===== src/rtl/msg_port_pkg.sv =====
package msg_port_pkg;

  typedef enum logic [2:0] {
    ST_CHECK   = 3'd0,
    ST_HEADER  = 3'd1,
    ST_EXTRACT = 3'd2,
    ST_SEND    = 3'd3,
    ST_FETCH   = 3'd4
  } port_state_e;

  localparam int HDR_DST_LSB = 1;
  localparam int HDR_CMD_LSB = 9;
  localparam int HDR_CMD_W   = 4;
  localparam logic [HDR_CMD_W-1:0] CMD_BCAST = 4'd2;

  // Next broadcast peer after cur, skipping own index, wrapping at nports.
  function automatic int next_peer(int cur, int self_idx, int nports);
    int n;
    n = (cur + 1) % nports;
    if (n == self_idx) n = (n + 1) % nports;
    return n;
  endfunction

  function automatic logic [HDR_CMD_W-1:0] hdr_cmd(logic [31:0] w);
    return w[HDR_CMD_LSB +: HDR_CMD_W];
  endfunction

endpackage


===== src/rtl/msg_word_hold.sv =====
module msg_word_hold #(
  parameter int DATA_W = 32
) (
  input  logic              clk,
  input  logic              rst_n,
  input  logic              load,
  input  logic              load_is_hdr,
  input  logic [DATA_W-1:0] load_data,
  input  logic              load_ctrl,
  output logic [DATA_W-1:0] word,
  output logic              word_ctrl,
  output logic              word_is_tail
);
  logic is_hdr_q;

  always_ff @(posedge clk) begin
    if (!rst_n) begin
      word      <= '0;
      word_ctrl <= 1'b0;
      is_hdr_q  <= 1'b0;
    end else if (load) begin
      word      <= load_data;
      word_ctrl <= load_ctrl;
      is_hdr_q  <= load_is_hdr;
    end
  end

  assign word_is_tail = word_ctrl && !is_hdr_q;
endmodule


===== src/rtl/msg_bcast_seq.sv =====
module msg_bcast_seq
  import msg_port_pkg::*;
#(
  parameter int NUM_PORTS = 4,
  parameter int PORT_IDX  = 0,
  parameter int PW        = 2
) (
  input  logic          clk,
  input  logic          rst_n,
  input  logic          load,
  input  logic [PW-1:0] load_dst,
  input  logic          load_bcast,
  input  logic          advance,
  output logic [PW-1:0] dest,
  output logic          bcast,
  output logic          last_copy
);
  localparam logic [NUM_PORTS-1:0] SELF_BIT = NUM_PORTS'(1) << PORT_IDX;
  localparam logic [NUM_PORTS-1:0] ALL_BITS = {NUM_PORTS{1'b1}};
  localparam logic [PW-1:0]        FIRST    = PW'(next_peer(PORT_IDX, PORT_IDX, NUM_PORTS));

  logic [NUM_PORTS-1:0] sent_q;
  logic [NUM_PORTS-1:0] covered;

  always_comb begin
    covered   = sent_q | SELF_BIT | (NUM_PORTS'(1) << dest);
    last_copy = !bcast || (covered == ALL_BITS);
  end

  always_ff @(posedge clk) begin
    if (!rst_n) begin
      dest   <= '0;
      bcast  <= 1'b0;
      sent_q <= '0;
    end else if (load) begin
      dest   <= load_bcast ? FIRST : load_dst;
      bcast  <= load_bcast;
      sent_q <= '0;
    end else if (advance && bcast) begin
      if (last_copy) begin
        dest   <= FIRST;
        sent_q <= '0;
      end else begin
        dest   <= PW'(next_peer(int'(dest), PORT_IDX, NUM_PORTS));
        sent_q <= sent_q | (NUM_PORTS'(1) << dest);
      end
    end
  end
endmodule


===== src/rtl/msg_port_fsm.sv =====
module msg_port_fsm
  import msg_port_pkg::*;
#(
  parameter int DATA_W    = 32,
  parameter int NUM_PORTS = 4,
  parameter int PORT_IDX  = 0,
  parameter int PW        = (NUM_PORTS > 1) ? $clog2(NUM_PORTS) : 1
) (
  input  logic              clk,
  input  logic              rst_n,
  input  logic [DATA_W-1:0] in_data,
  input  logic              in_ctrl,
  input  logic              in_avail,
  output logic              in_pop,
  output logic [DATA_W-1:0] out_data,
  output logic              out_ctrl,
  output logic              out_wr,
  input  logic              out_full,
  output logic              req,
  output logic [PW-1:0]     dest,
  input  logic              grant
);
  port_state_e state_q, state_d;

  logic hdr_take;
  logic wr_fire;
  logic last_copy;
  logic word_done;
  logic word_is_tail;
  logic tail_sent;
  logic bcast_active;
  logic hdr_is_bcast;

  assign hdr_take     = (state_q == ST_HEADER) && in_avail && in_ctrl;
  assign hdr_is_bcast = (hdr_cmd(in_data[31:0]) == CMD_BCAST);

  assign in_pop = ((state_q == ST_HEADER) && in_avail) ||
                  ((state_q == ST_FETCH) && grant && in_avail);

  assign wr_fire   = (state_q == ST_SEND) && grant && !out_full;
  assign word_done = wr_fire && last_copy;
  assign tail_sent = word_done && word_is_tail;

  assign req    = (state_q == ST_EXTRACT) || (state_q == ST_SEND) || (state_q == ST_FETCH);
  assign out_wr = wr_fire;

  msg_word_hold #(.DATA_W(DATA_W)) u_hold (
    .clk          (clk),
    .rst_n        (rst_n),
    .load         (in_pop),
    .load_is_hdr  (state_q == ST_HEADER),
    .load_data    (in_data),
    .load_ctrl    (in_ctrl),
    .word         (out_data),
    .word_ctrl    (out_ctrl),
    .word_is_tail (word_is_tail)
  );

  msg_bcast_seq #(.NUM_PORTS(NUM_PORTS), .PORT_IDX(PORT_IDX), .PW(PW)) u_seq (
    .clk        (clk),
    .rst_n      (rst_n),
    .load       (hdr_take),
    .load_dst   (in_data[HDR_DST_LSB +: PW]),
    .load_bcast (hdr_is_bcast),
    .advance    (wr_fire),
    .dest       (dest),
    .bcast      (bcast_active),
    .last_copy  (last_copy)
  );

  always_comb begin
    state_d = state_q;
    unique case (state_q)
      ST_CHECK:   if (in_avail) state_d = ST_HEADER;
      ST_HEADER:  if (in_avail) state_d = in_ctrl ? ST_EXTRACT : ST_CHECK;
      ST_EXTRACT: if (grant) state_d = ST_SEND;
      ST_SEND:    if (word_done) state_d = word_is_tail ? ST_CHECK : ST_FETCH;
      ST_FETCH:   if (grant && in_avail) state_d = ST_SEND;
      default:    state_d = ST_CHECK;
    endcase
  end

  always_ff @(posedge clk) begin
    if (!rst_n) state_q <= ST_CHECK;
    else        state_q <= state_d;
  end
endmodule


===== config.mk =====
export PLATFORM = sky130hd
export DESIGN_NAME = msg_port_fsm
export DESIGN_NICKNAME = d
export VERILOG_FILES = /design/src/rtl/msg_port_pkg.sv /design/src/rtl/msg_word_hold.sv /design/src/rtl/msg_bcast_seq.sv /design/src/rtl/msg_port_fsm.sv
export SDC_FILE = /design/constraint.sdc
export NUM_CORES = 1
export LEC_CHECK = 0
export ABC_AREA = 0
export BUFFER_PORTS_ARGS = -buffer_cell sky130_fd_sc_hd__buf_2
export CAP_MARGIN = 10
export CORE_MARGIN = 10
export CORE_UTILIZATION = 30
export CTS_CLUSTER_SIZE = 10
export DETAILED_ROUTE_END_ITERATION = 8
export SLEW_MARGIN = 15
export SYNTH_ARGS = -nofsm -noshare
export SYNTH_HDL_FRONTEND = slang
export SYNTH_SLANG_ARGS = --single-unit
export TNS_END_PERCENT = 1

===== constraint.sdc =====
create_clock -name clk -period 2.7 [get_ports clk]
set_clock_uncertainty 0.05 [all_clocks]
set_input_delay 0.27 -clock clk [delete_from_list [all_inputs] [get_ports clk]]
set_output_delay 0.27 -clock clk [all_outputs]
set_load 0.02 [all_outputs]

==> results of run 1 <==
[flip-flops by register name, indices dropped and copies added, names as in the netlist]
| name | cells |
|---|---|
| u_seq.bcast | 1 |
| u_hold.is_hdr_q | 1 |
| u_hold.word | 32 |
| u_hold.word_ctrl | 1 |
| u_seq.dest | 2 |
| state_q | 3 |
| u_seq.sent_q | 3 |
[cells by family (layout without fill, tap and decap cells)]
kind of cell	after synthesis	after routing
XOR/XNOR	1	1
multiplexers	1	1
buffers and inverters	22	93
adder cells (fa/ha/maj)	4	4
AO/OA/AOI/OAI	62	62
AND/OR/NAND/NOR	96	96
flip-flops	43	43
[worst min path at each step]
stage / from / end / slack, ns / cells after the start
6_report: in_data[15] / u_hold.word[15]$_SDFFE_PN0P_ / 0.15 / 3
2_1_floorplan: rst_n / u_seq.dest[1]$_SDFFE_PN0P_ / 0.35 / 2
4_1_cts: in_data[21] / u_hold.word[21]$_SDFFE_PN0P_ / 0.13 / 3
5_1_grt: in_data[19] / u_hold.word[19]$_SDFFE_PN0P_ / 0.13 / 3
3_3_place_gp: u_hold.word[20]$_SDFFE_PN0P_ / u_hold.word[20]$_SDFFE_PN0P_ / 0.39 / 2
3_5_place_dp: u_hold.word[31]$_SDFFE_PN0P_ / u_hold.word[31]$_SDFFE_PN0P_ / 0.39 / 2
[layout by cell type (no fill, tap or decap), types with 2 or more instances in the layout]
cell type and count:
buf_2 75, nor2_1 7, nand3_1 3, or3_1 2, a21oi_1 40, a211oi_1 3, dfxtp_1 43, clkinvlp_4 2
clkbuf_8 5, nand2_1 68, inv_2 2, inv_1 7, o21ai_0 6, ha_1 4, a31oi_1 2, nand2b_1 2
nor3b_1 2
[metrics by stage]
stage | hold slack (ns) | utilization | area [sq um] | setup slack [ns] | cells
6_report | 0.147 | 0.381 | 2390 | 0.428 | 377
2_1_floorplan | 0.349 | - | 1910 | 0.868 | 229
4_1_cts | 0.133 | 0.381 | 2390 | 0.385 | 377
3_3_place_gp | 0.388 | 0.366 | 2300 | 0.713 | 369
3_5_place_dp | 0.393 | 0.366 | 2300 | 0.711 | 369
5_1_grt | 0.131 | 0.381 | 2390 | 0.265 | 377
[power by group through the flow]
stage | clock network, W | logic (W) | registers [W]
after global placement | 0 | 0.000291 | 0.000722
after global routing | 0.000486 | 0.000322 | 0.000717
after detailed placement | 0 | 0.000292 | 0.000724
after CTS | 0.000453 | 0.000293 | 0.000710
final | 0.000429 | 0.000286 | 0.000709
after floorplan | 0 | 0.000182 | 0.000748
[routing by layer]
| metal | global-route usage | up-vias |
|---|---|---|
| met5 | 0 | - |
| met4 | 0.0209 | 0 |
| met3 | 0.0543 | 5 |
| met2 | 0.167 | 47 |
| met1 | 0.121 | 803 |
| li1 | - | 906 |
[layout make-up]
| class | count | area [sq um] | share of cell area |
|---|---|---|---|
| well taps | 77 | 96.3 | 0.0403 |
| clock buffers | 5 | 68.8 | 0.0288 |
| inverters | 9 | 33.8 | 0.0141 |
| repair buffers | 76 | 383 | 0.160 |
| clock inverters | 3 | 23.8 | 0.00994 |
| flip-flops and latches | 43 | 861 | 0.360 |
| multi-input cells | 164 | 926 | 0.387 |
[synth_stat cells, types with 2 or more instances]
master and number:
or3_1 2, nand2_1 68, buf_6 2, ha_1 4, buf_4 7, inv_1 7
inv_2 2, nor2_1 7, dfxtp_1 43, a211oi_1 3, clkbuf_1 3, nand2b_1 2
o21ai_0 6, a31oi_1 2, nand3_1 3, nor3b_1 2, a21oi_1 40
[worst max-delay path: cells and delay by family, from the launching register on]
kind                   cells  cell delay [ns]
buffers and inverters      2             0.69
flip-flops                 1             0.61
AND/OR/NAND/NOR            1             0.28
AO/OA/AOI/OAI              1             0.06
==> metrics.md, run 1 <==
| Metric | Value |
|---|---|
| Status | `finished clean` |
| Post-DP HPWL | `3850 um` |
| Resized cells post-CTS | `0` |
| Async SR Flop Fraction | `0` |
| Die area | `between 9000 and 10,000 sq um` |
| FF+latch count, synth | `between 40 and 50` |
| Area growth from synthesis to layout | `25.1%` |
| Synth Net Count | `between 200 and 300` |
| Finish-stage setup viols | `0` |
| CTS sink count | `43` |
| Synth Area in Compound Gates | `0.200` |
| Syn Std Cell Area | `about 1900 sq um` |
| Layout fillers | `a little under 700` |
| Rows | `29` |
| R2r endpoint | `state_q[1]$_SDFFE_PN0P_` |
| Xor/xnor share of the synthesized area | `0.00458` |
| Clk network pwr share | `0.301` |
| Psw | `0.000456 W` |
| Worst Path Max Fanout | `34` |
| Switching portion of total power | `0.320` |
| Relative slew slack | `0.552` |
| Post-synth cell types | `43` |
| I/O Buffers | `75` |
| Synth warn | `0` |
| Routed wl met3 | `between 500 and 600 um` |
| First-pass GRT wire length | `between 8000 and 9000 um` |
| DIE WIDTH | `roughly 100 um` |
| Final nets | `between 300 and 400` |
| Setup Buffers After CTS | `0` |
| Clk_lat worst skew | `around 0.30 ns` |
| Drt pass-1 iters | `4` |
| DR DRC count | `0` |
| Total wire length | `5170 um` |
| Final ANT Viol Nets | `0` |
| Crit path capture | `in_pop` |
| Internal Pwr Total | `0.000968 W` |
| Cells after synthesis | `~230` |
| Slew Viols, Final | `0` |
| Setup TNS | `0 ns` |
| R2R Path Start | `u_seq.dest[0]$_SDFFE_PN0P_` |
| Clock root cell | `clkbuf_8` |
| DR iter-0 viols | `118` |
| Vias in the first global route | `between 1,500 and 2,000` |
| GPL Wtd Cong | `~0.75` |
| Maxcap violations | `0` |
| Area contributors post-synth | `dfxtp_1 (45%), nand2_1 (13%), a21oi_1 (10%)` |
| RSZ-0062 raised after global routing | `false` |
| Total power | `around 0.0014 W` |
| Max incr delay on CP | `0.61 ns` |
| Highest Signal Layer | `met4` |
| Max clock buf depth | `2` |
| Ant diodes | `0` |
| Final min period | `roughly 2.3 ns` |
| Mux cell area share after synthesis | `0.00524` |
| Hold_buf cts | `0` |
| Count of final hold-check violations | `0` |
| CP arrival | `slightly below 2 ns` |
| DR WL/cell | `~14 um` |
| Worst Reg-to-Reg Cells | `6` |
| Crit. Startpoint | `state_q[2]$_SDFFE_PN0P_` |
| IO Pins | `76` |
| Adder-cell share of the synthesized area | `0.0262` |
| Sequential Power Share | `0.498` |
| Worst slew pin tran | `approximately 0.66 ns` |
| Pin count of the biggest net entering global routing | `38` |
| Leading area contributor after synthesis | `dfxtp_1` |
| Register area share after synthesis | `0.450` |
| Logic pwr share | `0.201` |
| CP required | `2.38 ns` |
| Worst hold path class | `input pin to register` |
| Via density | `approximately 4.7` |
| Power per Cell Area | `595 nW/um^2` |
| Startpoint types | `register` |
| Simple-gate share of the synthesized area | `0.249` |
| Yosys top cell area share | `0.450` |
| Share of cells above drive strength 1 | `0.327` |
| CP max-delay cell | `dfxtp_1` |
| Starting Density | `0.305` |
| Crit-path cells | `and3b_1 -> o21ai_4 -> inv_2 -> buf_2` |
| Largest family of logic cells by synthesized area | `simple AND/OR/NAND/NOR gates` |
| Initial antenna violation count | `0` |
| Die H | `around 100 um` |
| Pleak | `1.04 nW` |
| FF-to-FF setup slack | `between 0.7 and 0.8 ns` |
| GRT Overall Usage | `0.104` |
| VDD IR max | `0.318 mV` |
| CORE AREA | `around 6300 sq um` |
| Max Fclk | `440 MHz` |
| Vias post-DR | `1,761` |
| Crit Path Category | `register to output pin` |
| CTS clk-pin slew, worst paths | `0.09 ns` |
| CTS tree | `done` |
| Final worst-path cycle share | `0.842` |
| Dominant synthesized flop cell | `dfxtp_1` |
| CP endpoint kind | `output pin` |
| CTS Buf Count | `5` |
| Grt ovf | `0` |
| H-tree levels | `2` |
| Number of synthesized flops with an enable pin | `0` |
| Avg Inst Size Synth | `8.35 sq um` |
| Met2 Wirelength | `between 2000 and 2500 um` |
| Met1 Routed Length | `2140 um` |
Note: power is estimated with default switching activity, not from simulation.
==> run 2, diff against run 1 <==
Clock period 2.7 ns to 2 ns, I/O delays scaled along.
==> metrics.md, run 2 (synthesis results as in run 1) <==
| Metric | Value |
|---|---|
| Final worst slack | `0.102 ns (was 0.428 ns)` |
| VDD IR max | `0.305 mV (was 0.318 mV)` |
| Final min period | `roughly 1.9 ns` |
| Worst Path Max Fanout | `16 (was 34)` |
| CTS clk-pin slew, worst paths | `0.09 ns (about the same)` |
| Final ANT Viol Nets | `0 (unchanged)` |
| I/O Buffers | `75 (unchanged)` |
| Worst slew pin tran | `0.667 ns (was 0.662 ns)` |
| Final worst-path cycle share | `0.949` |
| CP arrival | `1.65 ns (was 1.95 ns)` |
| CORE AREA | `6280 sq um (unchanged)` |
| Ant diodes | `0 (unchanged)` |
| Setup TNS | `0 ns (unchanged)` |
| GRT Overall Usage | `0.103 (was 0.104)` |
| Pleak | `1.09 nW (was 1.04 nW)` |
| Max clock buf depth | `2 (unchanged)` |
| Share of cells above drive strength 1 | `0.344 (was 0.327)` |
| DR iter-0 viols | `97 (was 118)` |
| Grt ovf | `0 (unchanged)` |
| Die H | `99.8 um (unchanged)` |
| CTS Buf Count | `5 (unchanged)` |
| Die area | `9970 sq um (unchanged)` |
| DR DRC count | `0 (unchanged)` |
| Hold_buf cts | `0 (unchanged)` |
| IO Pins | `76 (unchanged)` |
| CP required | `1.75 ns (was 2.38 ns)` |
| DP Worst Slack | `0.118 ns (was 0.711 ns)` |
| Via density | `4.63 (was 4.67)` |
| DIE WIDTH | `99.8 um (unchanged)` |
| First-pass GRT wire length | `8660 um (was 8760 um)` |
| Vias in the first global route | `1,814 (was 1,821)` |
| Rows | `29 (unchanged)` |
| GPL Wtd Cong | `0.830 (was 0.753)` |
| Startpoint types | `register (unchanged)` |
| Clk_lat worst skew | `0.29 ns (was 0.30 ns)` |
| Layout fillers | `674 (was 678)` |
| Max Fclk | `527 MHz` |
| DR WL/cell | `13.7 um (about the same)` |
| Maxcap violations | `0 (unchanged)` |
| Max incr delay on CP | `0.57 ns (was 0.61 ns)` |
| Total wire length | `5220 um (was 5170 um)` |
| Multi-input logic area | `932 sq um (was 926 sq um)` |
| Largest Register | `u_hold.word (unchanged)` |
| Commonest non-fill, non-tap cell in the layout | `buf_2 (unchanged)` |
| Pin count of the biggest net entering global routing | `38 (unchanged)` |
| Relative slew slack | `0.555 (was 0.552)` |
| Starting Density | `0.305 (unchanged)` |
| H-tree levels | `2 (unchanged)` |
| Crit-path cells | `and2b_2 -> o21ai_4 -> inv_2 -> buf_4 -> buf_2 (was and3b_1 -> o21ai_4 -> inv_2 -> buf_2)` |
| Status | `finished clean (unchanged)` |
| CP endpoint kind | `output pin (unchanged)` |
| Worst hold path class | `input pin to register (unchanged)` |
| Final nets | `346 (was 341)` |
| Clock root cell | `clkbuf_8 (unchanged)` |
| Post-DP HPWL | `3880 um (was 3850 um)` |
| Crit Path Category | `register to output pin (unchanged)` |
| Slew Viols, Final | `0 (unchanged)` |
| Area growth from synthesis to layout | `28.1% (was 25.1%)` |
| CP max-delay cell | `dfxtp_1 (unchanged)` |
| CTS tree | `done (unchanged)` |
| RSZ-0062 raised after global routing | `false (unchanged)` |
| Finish-stage setup viols | `0 (unchanged)` |
| Drt pass-1 iters | `4 (unchanged)` |
| Initial antenna violation count | `0 (unchanged)` |
| Power per Cell Area | `809 nW/um^2 (was 595 nW/um^2)` |
| Most frequent cells in the layout | `buf_2 (75), nand2_1 (68), dfxtp_1 (42), a21oi_1 (40) (was buf_2 (75), nand2_1 (68), dfxtp_1 (43), a21oi_1 (40))` |
| Register Area | `862 sq um (was 861 sq um)` |
| Top Registers | `u_hold.word: 32 flops, state_q: 3 flops, u_seq.sent_q: 3 flops (unchanged)` |
| Largest register FFs | `32 (unchanged)` |
| Count of final hold-check violations | `0 (unchanged)` |
| CTS sink count | `43 (unchanged)` |
| Vias post-DR | `1,768 (was 1,761)` |
[run 2: area by class of cell]
class                           instances  area share
Clock inverter                          1     0.00307
Multi-Input combinational cell        164       0.381
Tap cell                               77      0.0393
Inverter                                9      0.0138
Clock buffer                            7      0.0393
Timing Repair Buffer                   81       0.172
Sequential cell                        43       0.352
[run 2: layer usage]
metal,part of all wire,GRT usage,wire length [um],vias up
met3,0.10,0.0570,523,7
met5,0,0,0,-
met4,0.011,0.0265,55,0
met1,0.42,0.117,2220,792
met2,0.46,0.166,2420,52
li1,-,-,-,917
[run 2: power breakdown]
part / internal (W) / switching, W / total (W)
Sequential: 0.000910 / 0.0000469 / 0.000957
Combinational: 0.000159 / 0.000245 / 0.000404
Clock: 0.000314 / 0.000306 / 0.000621
[run 2: stage by stage]
stage / area (sq um) / hold slack [ns] / power [W] / utilization / std cells
2_1_floorplan: 1910 / 0.279 / 0.00125 / - / 229
3_3_place_gp: 2340 / 0.389 / 0.00138 / 0.372 / 374
3_5_place_dp: 2340 / 0.394 / 0.00139 / 0.372 / 374
4_1_cts: 2440 / 0.0693 / 0.00202 / 0.389 / 382
5_1_grt: 2450 / 0.0741 / 0.00210 / 0.390 / 382
6_report: 2450 / 0.0809 / 0.00198 / 0.390 / 382
[run 2: path summary, 6_finish.rpt]
kind                                      from                           end  slack [ns]  depth (start not counted)
hold reg to reg   u_hold.word[18]$_SDFFE_PN0P_  u_hold.word[18]$_SDFFE_PN0P_        0.40                          2
setup / recovery       state_q[1]$_SDFFE_PN0P_                        in_pop        0.10                          5
setup reg to reg    u_seq.dest[0]$_SDFFE_PN0P_       state_q[1]$_SDFFE_PN0P_        0.16                          6
hold / removal                      in_data[5]   u_hold.word[5]$_SDFFE_PN0P_        0.08                          3
[run 2: repair_timing]
item                                    4_1_cts  5_1_grt
resized for setup                             1        1
endpoints found under the setup margin        1        1
hold endpoints to repair                      0        0
setup buffers                                 0        0
[run 2: worst max-delay path: cells and delay by family (launching register included)]
| kind | cells | cell delay (ns) |
|---|---|---|
| DFF | 1 | 0.57 |
| buffers and inverters | 3 | 0.41 |
| and+or+nand+nor | 1 | 0.30 |
| AOI/OAI and AO/OA | 1 | 0.08 |
